### src/rtl/dxs_pkg.sv
package dxs_pkg;

    typedef enum logic [2:0] {
        ST_IDLE = 3'd0,
        ST_S1   = 3'd1,
        ST_S2   = 3'd2,
        ST_S3   = 3'd3,
        ST_SW   = 3'd4,
        ST_S4   = 3'd5
    } dxs_state_e;

    typedef enum logic [1:0] {
        XF_VERIFY = 2'd0,
        XF_WRITE  = 2'd1,
        XF_READ   = 2'd2,
        XF_M2M    = 2'd3
    } dxs_kind_e;

    typedef struct packed {
        logic memr;
        logic memw;
        logic ior;
        logic iow;
    } dxs_strb_t;

endpackage

### src/rtl/dxs_step.sv
module dxs_step #(
    parameter int W = 16
) (
    input  logic [W-1:0] val,
    input  logic         down,
    output logic [W-1:0] nxt
);
    localparam logic [W-1:0] ONE = W'(1);

    always_comb begin
        if (down) nxt = val - ONE;
        else      nxt = val + ONE;
    end
endmodule

### src/rtl/dxs_strobe_dec.sv
module dxs_strobe_dec
    import dxs_pkg::*;
(
    input  dxs_state_e st,
    input  dxs_kind_e  kind,
    input  logic       wr_ph,
    output dxs_strb_t  strb
);
    logic rd_on;
    logic wr_on;

    always_comb begin
        rd_on = (st == ST_S2) || (st == ST_S3) || (st == ST_SW);
        wr_on = (st == ST_S3) || (st == ST_SW);
        strb  = '0;
        unique case (kind)
            XF_WRITE: begin
                strb.ior  = rd_on;
                strb.memw = wr_on;
            end
            XF_READ: begin
                strb.memr = rd_on;
                strb.iow  = wr_on;
            end
            XF_M2M: begin
                if (wr_ph) strb.memw = wr_on;
                else       strb.memr = rd_on;
            end
            default: strb = '0;
        endcase
    end
endmodule

### src/rtl/dma_xfer_seq.sv
module dma_xfer_seq
    import dxs_pkg::*;
#(
    parameter  int DATA_W = 8,
    parameter  int CNT_W  = 16,
    localparam int ADDR_W = 2 * DATA_W
) (
    input  logic              clk,
    input  logic              rst,
    input  logic              start,
    input  logic [1:0]        xfer_kind,
    input  logic              addr_down,
    input  logic [ADDR_W-1:0] src_addr,
    input  logic [ADDR_W-1:0] dst_addr,
    input  logic [CNT_W-1:0]  word_count,
    input  logic              ready,
    input  logic [DATA_W-1:0] db_in,
    output logic [DATA_W-1:0] addr_lo,
    output logic [DATA_W-1:0] db_out,
    output logic              db_oe,
    output logic              adstb,
    output logic              memr_n,
    output logic              memw_n,
    output logic              ior_n,
    output logic              iow_n,
    output logic              io_oe,
    output logic              busy,
    output logic              tc
);
    localparam int NPTR = 2;

    typedef struct packed {
        dxs_state_e        st;
        dxs_kind_e         kind;
        logic              dec;
        logic              wr_ph;
        logic [ADDR_W-1:0] src;
        logic [ADDR_W-1:0] dst;
        logic [CNT_W-1:0]  cnt;
        logic [DATA_W-1:0] tmp;
    } seq_t;

    seq_t seq_d, seq_q;

    logic [ADDR_W-1:0] ptr_cur [NPTR];
    logic [ADDR_W-1:0] ptr_nxt [NPTR];
    logic [CNT_W-1:0]  cnt_nxt;
    logic [ADDR_W-1:0] cur_addr;
    logic              last_ph;
    logic              cnt_zero;
    dxs_strb_t         strb;
    dxs_state_e        st_w;
    dxs_kind_e         kind_w;

    assign ptr_cur[0] = seq_q.src;
    assign ptr_cur[1] = seq_q.dst;

    for (genvar g = 0; g < NPTR; g++) begin : g_ptr
        dxs_step #(.W(ADDR_W)) u_step (
            .val  (ptr_cur[g]),
            .down (seq_q.dec),
            .nxt  (ptr_nxt[g])
        );
    end

    dxs_step #(.W(CNT_W)) u_cnt (
        .val  (seq_q.cnt),
        .down (1'b1),
        .nxt  (cnt_nxt)
    );

    dxs_strobe_dec u_strb (
        .st    (seq_q.st),
        .kind  (seq_q.kind),
        .wr_ph (seq_q.wr_ph),
        .strb  (strb)
    );

    always_comb begin
        last_ph  = (seq_q.kind != XF_M2M) || seq_q.wr_ph;
        cnt_zero = (seq_q.cnt == '0);
        seq_d    = seq_q;
        unique case (seq_q.st)
            ST_IDLE: begin
                if (start) begin
                    seq_d.st    = ST_S1;
                    seq_d.kind  = dxs_kind_e'(xfer_kind);
                    seq_d.dec   = addr_down;
                    seq_d.wr_ph = 1'b0;
                    seq_d.src   = src_addr;
                    seq_d.dst   = dst_addr;
                    seq_d.cnt   = word_count;
                end
            end
            ST_S1: seq_d.st = ST_S2;
            ST_S2: seq_d.st = ST_S3;
            ST_S3, ST_SW: begin
                if (ready || (seq_q.kind == XF_VERIFY)) begin
                    seq_d.st = ST_S4;
                    if ((seq_q.kind == XF_M2M) && !seq_q.wr_ph) seq_d.tmp = db_in;
                end else begin
                    seq_d.st = ST_SW;
                end
            end
            ST_S4: begin
                if (last_ph) begin
                    seq_d.src   = ptr_nxt[0];
                    seq_d.dst   = ptr_nxt[1];
                    seq_d.cnt   = cnt_nxt;
                    seq_d.wr_ph = 1'b0;
                    seq_d.st    = cnt_zero ? ST_IDLE : ST_S1;
                end else begin
                    seq_d.wr_ph = 1'b1;
                    seq_d.st    = ST_S1;
                end
            end
            default: seq_d.st = ST_IDLE;
        endcase
    end

    always_ff @(posedge clk or posedge rst) begin
        if (rst) seq_q <= '0;
        else     seq_q <= seq_d;
    end

    always_comb begin
        cur_addr = seq_q.wr_ph ? seq_q.dst : seq_q.src;
        addr_lo  = cur_addr[DATA_W-1:0];
        adstb    = (seq_q.st == ST_S1);
        db_oe    = adstb ||
                   ((seq_q.kind == XF_M2M) && seq_q.wr_ph && (seq_q.st != ST_IDLE));
        db_out   = adstb ? cur_addr[ADDR_W-1:DATA_W] : seq_q.tmp;
        busy     = (seq_q.st != ST_IDLE);
        io_oe    = busy;
        tc       = (seq_q.st == ST_S4) && last_ph && cnt_zero;
        memr_n   = ~strb.memr;
        memw_n   = ~strb.memw;
        ior_n    = ~strb.ior;
        iow_n    = ~strb.iow;
    end

    assign st_w   = seq_q.st;
    assign kind_w = seq_q.kind;

endmodule

### config.mk
export PLATFORM = sky130hd
export DESIGN_NAME = dma_xfer_seq
export DESIGN_NICKNAME = d
export VERILOG_FILES = /design/src/rtl/dxs_pkg.sv /design/src/rtl/dxs_step.sv /design/src/rtl/dxs_strobe_dec.sv /design/src/rtl/dma_xfer_seq.sv
export SDC_FILE = /design/constraint.sdc
export NUM_CORES = 1
export LEC_CHECK = 0
export BUFFER_PORTS_ARGS = -buffer_cell sky130_fd_sc_hd__buf_2
export CAP_MARGIN = 20
export CORE_ASPECT_RATIO = 1.4
export CORE_MARGIN = 5
export CORE_UTILIZATION = 40
export CTS_CLUSTER_SIZE = 25
export DETAILED_ROUTE_END_ITERATION = 10
export PLACE_DENSITY_LB_ADDON = 0.2
export SLEW_MARGIN = 20
export SYNTH_ARGS = -nofsm -noshare
export SYNTH_HDL_FRONTEND = slang
export SYNTH_SLANG_ARGS = --single-unit
### constraint.sdc
create_clock -name clk -period 3.1 [get_ports clk]
set_input_delay 0.465 -clock clk [delete_from_list [all_inputs] [get_ports clk]]
set_output_delay 0.465 -clock clk [all_outputs]
set_load 0.02 [all_outputs]
==> results.py <==
metrics = {
    "timing": {
        "max-slew-margin-rel_pct": 40.63,
        "skew_ps": 7.773,
        "max_freq_mhz": 373.6,
        "final.setup.tns_ps": 0,
        "setup_slack_ps": 423.3,
        "period_share_pct": 86.34,
        "rsz0062_at_grt": "no",
        "tightest_slew_ps": 890.6,
        "hold-worst-slack_ps": 213.7,
        "finalHoldViolations": 0,
        "finalMaxSlewViolations": 0,
        "final-setup-viol-count": 0,
        "min_period_ps": 2677,
    },
    "synthesis": {
        "seq_area_frac_synth_pct": 33.11,
        "avgSynthCellArea_um2": 8.456,
        "synth-edff-count": 0,
        "synth_top_area_share_pct": 33.11,
        "synth_warnings": 0,
        "synth_seq_cells": 63,
        "ys_types": 67,
        "async_reset_ff_share_pct": 100.0,
        "yosys-mux-area-fraction_pct": 7.490,
        "yosysTopAreaCell": "dfrtp_1",
        "yosys.area_share.simple_pct": 17.90,
        "synth-compound-area-share_pct": 24.91,
        "synth_xor_area_share_pct": 3.863,
        "synth_top_family_by_area": "compound AO/OA/AOI/OAI gates",
        "synth_fa_ha_area_share_pct": 8.725,
        "synth_area_leaders": "dfrtp_1 33%, ha_1 7.9%, a21oi_1 7.6%",
        "syn_area_um2": 4761,
        "synth_top_flop_cell": "dfrtp_1",
        "syn_nets": 658,
        "syn_inst": 563,
    },
    "global_routing": {
        "grt_max_degree": 37,
        "grt_pass1_wl_um": 21680,
        "antenna_found_initial": 0,
        "grt_pass1_vias": 4544,
        "overflow": 0,
        "grt_usage_pct": 19.02,
    },
    "die": {
        "io_pins": 88,
        "die_area_um2": 14220,
        "die_h_um": 139.1,
        "initial_core_util_pct": 40.48,
        "rows": 47,
        "core-area_um2": 11760,
        "die_w_um": 102.2,
    },
    "placement": {
        "placed_cells": 778,
        "hpwl_um": 9830,
        "numPortBuffers": 87,
        "place_area_um2": 5341,
        "place_ws_ps": 466.1,
        "place_congestion": 0.8626,
    },
    "critical_path": {
        "cp_slowest_stage_delay_ps": 510,
        "rr_startpoint": "seq_q[57]$_DFFE_PP0P_",
        "crit_top_cell": "a21oi_1",
        "ff2ff_setup_slack_ps": 420,
        "worstRegToRegCells": 9,
        "cp_data_arrival_time_ps": 2930,
        "slowest_stage": "fa_1",
        "path_max_fanout": 36,
        "cp_cell_sequence": "buf_4, fa_1, a21oi_1, o21ai_1, a21oi_1, nor4b_2, o31ai_1, mux2_1, a21oi_1",
        "r2r-end": "ptr_cur[30]$_DFFE_PP0P_",
        "end_kind": "flop",
        "crit_type": "reg2reg",
        "required_ps": 3350,
        "crit_path_start_kind": "flop",
    },
    "cts": {
        "htree_levels": 3,
        "cts_sinks": 63,
        "clock_latency_ps": 330,
        "postCtsSetupRepairBufs": 0,
        "clockRootBuffer": "clkbuf_16",
        "cts_tree": "built",
        "holdBufCountCts": 0,
        "ctsResizeCount": 0,
        "max-clock-path-buffers": 2,
        "numCtsBuffers": 9,
        "clk_pin_slew_worst_paths_ps": 50,
    },
    "pwr": {
        "leakage_nw": 2.472,
        "power_density_nw_per_um2": 1341,
        "vdd_drop_max_mv": 0.4413,
    },
    "finish": {
        "areaGrowthSynthToFinish_pct": 18.16,
        "antenna_cells": 0,
        "drive_above_1_share_pct": 24.03,
        "nets": 737,
        "fin_cells": 792,
        "fin_area_um2": 5625,
        "fill_cells": 1190,
    },
    "route": {
        "detail_route.wirelength_um": 13370,
        "drc": 0,
        "num_vias": 4474,
        "drt-initial-drc-count": 239,
        "vias_per_cell": 5.649,
        "drt_first_pass_iters": 4,
        "postRouteAntennaNets": 0,
        "post_drt_wl_per_cell_um": 16.88,
    },
    "run": {
        "max-cap-violations": 0,
    },
    "outcome": {
        "outcome": "complete, no violations",
    },
    "hold_path": {
        "hp-class": "in2async",
    },
}
==> cell usage in the layout (no fill, tap or decap), drive strengths merged, types with 4 or more instances in the layout <==
cell    Yosys  routed
a211oi      4       4
a21o        6       6
a21oi      74      74
a22oi       5       5
a31oi       9       9
and3        7       7
buf        17      99
clkbuf     14      14
dfrtp      63      63
ha         30      30
inv        13      13
mux2       21      21
mux2i      12      12
nand2      41      41
nand2b      4       4
nand3      20      20
nand4       5       5
nor2       66      66
nor2b       5       5
nor3        9       9
nor4        5       5
o21a        5       5
o21ai      47      47
o21bai      4       4
o22ai      12      12
or2         4       4
xnor2      11      11
xor2       10      10
==> power breakdown <==
group / switching, W / total [W] / internal, W
Combinational: 0.00290 / 0.00496 / 0.00206
Clock: 0.000351 / 0.000971 / 0.000620
Sequential: 0.000383 / 0.00161 / 0.00123
==> worst max-delay path by stage <==
stage                          startpoint                      end  slack (ps)  cells past startpoint
detailed placement  seq_q[57]$_DFFE_PP0P_  ptr_cur[30]$_DFFE_PP0P_         470                      9
global placement    seq_q[57]$_DFFE_PP0P_  ptr_cur[30]$_DFFE_PP0P_         500                      9
floorplan           seq_q[57]$_DFFE_PP0P_  ptr_cur[30]$_DFFE_PP0P_         330                      8
global route        seq_q[57]$_DFFE_PP0P_  ptr_cur[30]$_DFFE_PP0P_         270                      9
CTS                 seq_q[57]$_DFFE_PP0P_  ptr_cur[30]$_DFFE_PP0P_         430                      9
finish              seq_q[57]$_DFFE_PP0P_  ptr_cur[30]$_DFFE_PP0P_         420                      9
==> metrics by stage <==
stage               power, W  util (%)
global placement    0.006462     45.41
global route        0.008220     47.83
floorplan           0.005447         -
finish              0.007544     47.83
detailed placement  0.006565     45.41
CTS                 0.007584     47.83
==> cell families (layout without fill, tap and decap cells) <==
family          Yosys count  count (layout)
simple gates            176             176
mux                      33              33
xor+xnor                 21              21
compound gates          194             194
flops                    63              63
buf+inv                  44             126
fa+ha+maj                32              32
==> metal layers <==
layer | vias up | wire length, µm | global-route usage (%)
li1 | 2227 | - | -
met1 | 2132 | 5300 | 21.44
met2 | 97 | 7217 | 34.81
met3 | 18 | 594 | 3.825
met4 | 0 | 258 | 6.289
met5 | - | 0 | 0
==> cell usage after synthesis (all sizes together), types with 4 or more instances <==
master	number
a21o	6
a211oi	4
xnor2	11
xor2	10
nand3	20
mux2i	12
clkbuf	14
inv	13
nor2b	5
o21bai	4
dfrtp	63
and3	7
mux2	21
or2	4
nand2b	4
nor4	5
a21oi	74
o21ai	47
ha	30
a31oi	9
nor2	66
buf	17
nor3	9
a22oi	5
nand4	5
o21a	5
o22ai	12
nand2	41
==> worst max-delay path: cells and delay by family, from the launching register on <==
family	cells	cell delay [ps]
AOI/OAI and AO/OA	5	1010
adders and majority gates	1	510
buffers and inverters	1	270
DFF	1	350
muxes	1	350
and+or+nand+nor	1	100
==> registers in the layout (all words and copies together), names as in the netlist <==
name,flops
kind_w,2
ptr_cur,32
st_w,3
seq_q,26
==> area by class of cell <==
| class | count | area (µm²) | area share (%) |
|---|---|---|---|
| multi-input combinational | 456 | 2994 | 53.23 |
| sequential | 63 | 1577 | 28.02 |
| timing repair buffer | 99 | 538.0 | 9.564 |
| clock buffer | 14 | 284.0 | 5.049 |
| tap | 147 | 183.9 | 3.270 |
| inverter | 13 | 48.80 | 0.8674 |
No activity file was read; power rests on OpenSTA's default activity.
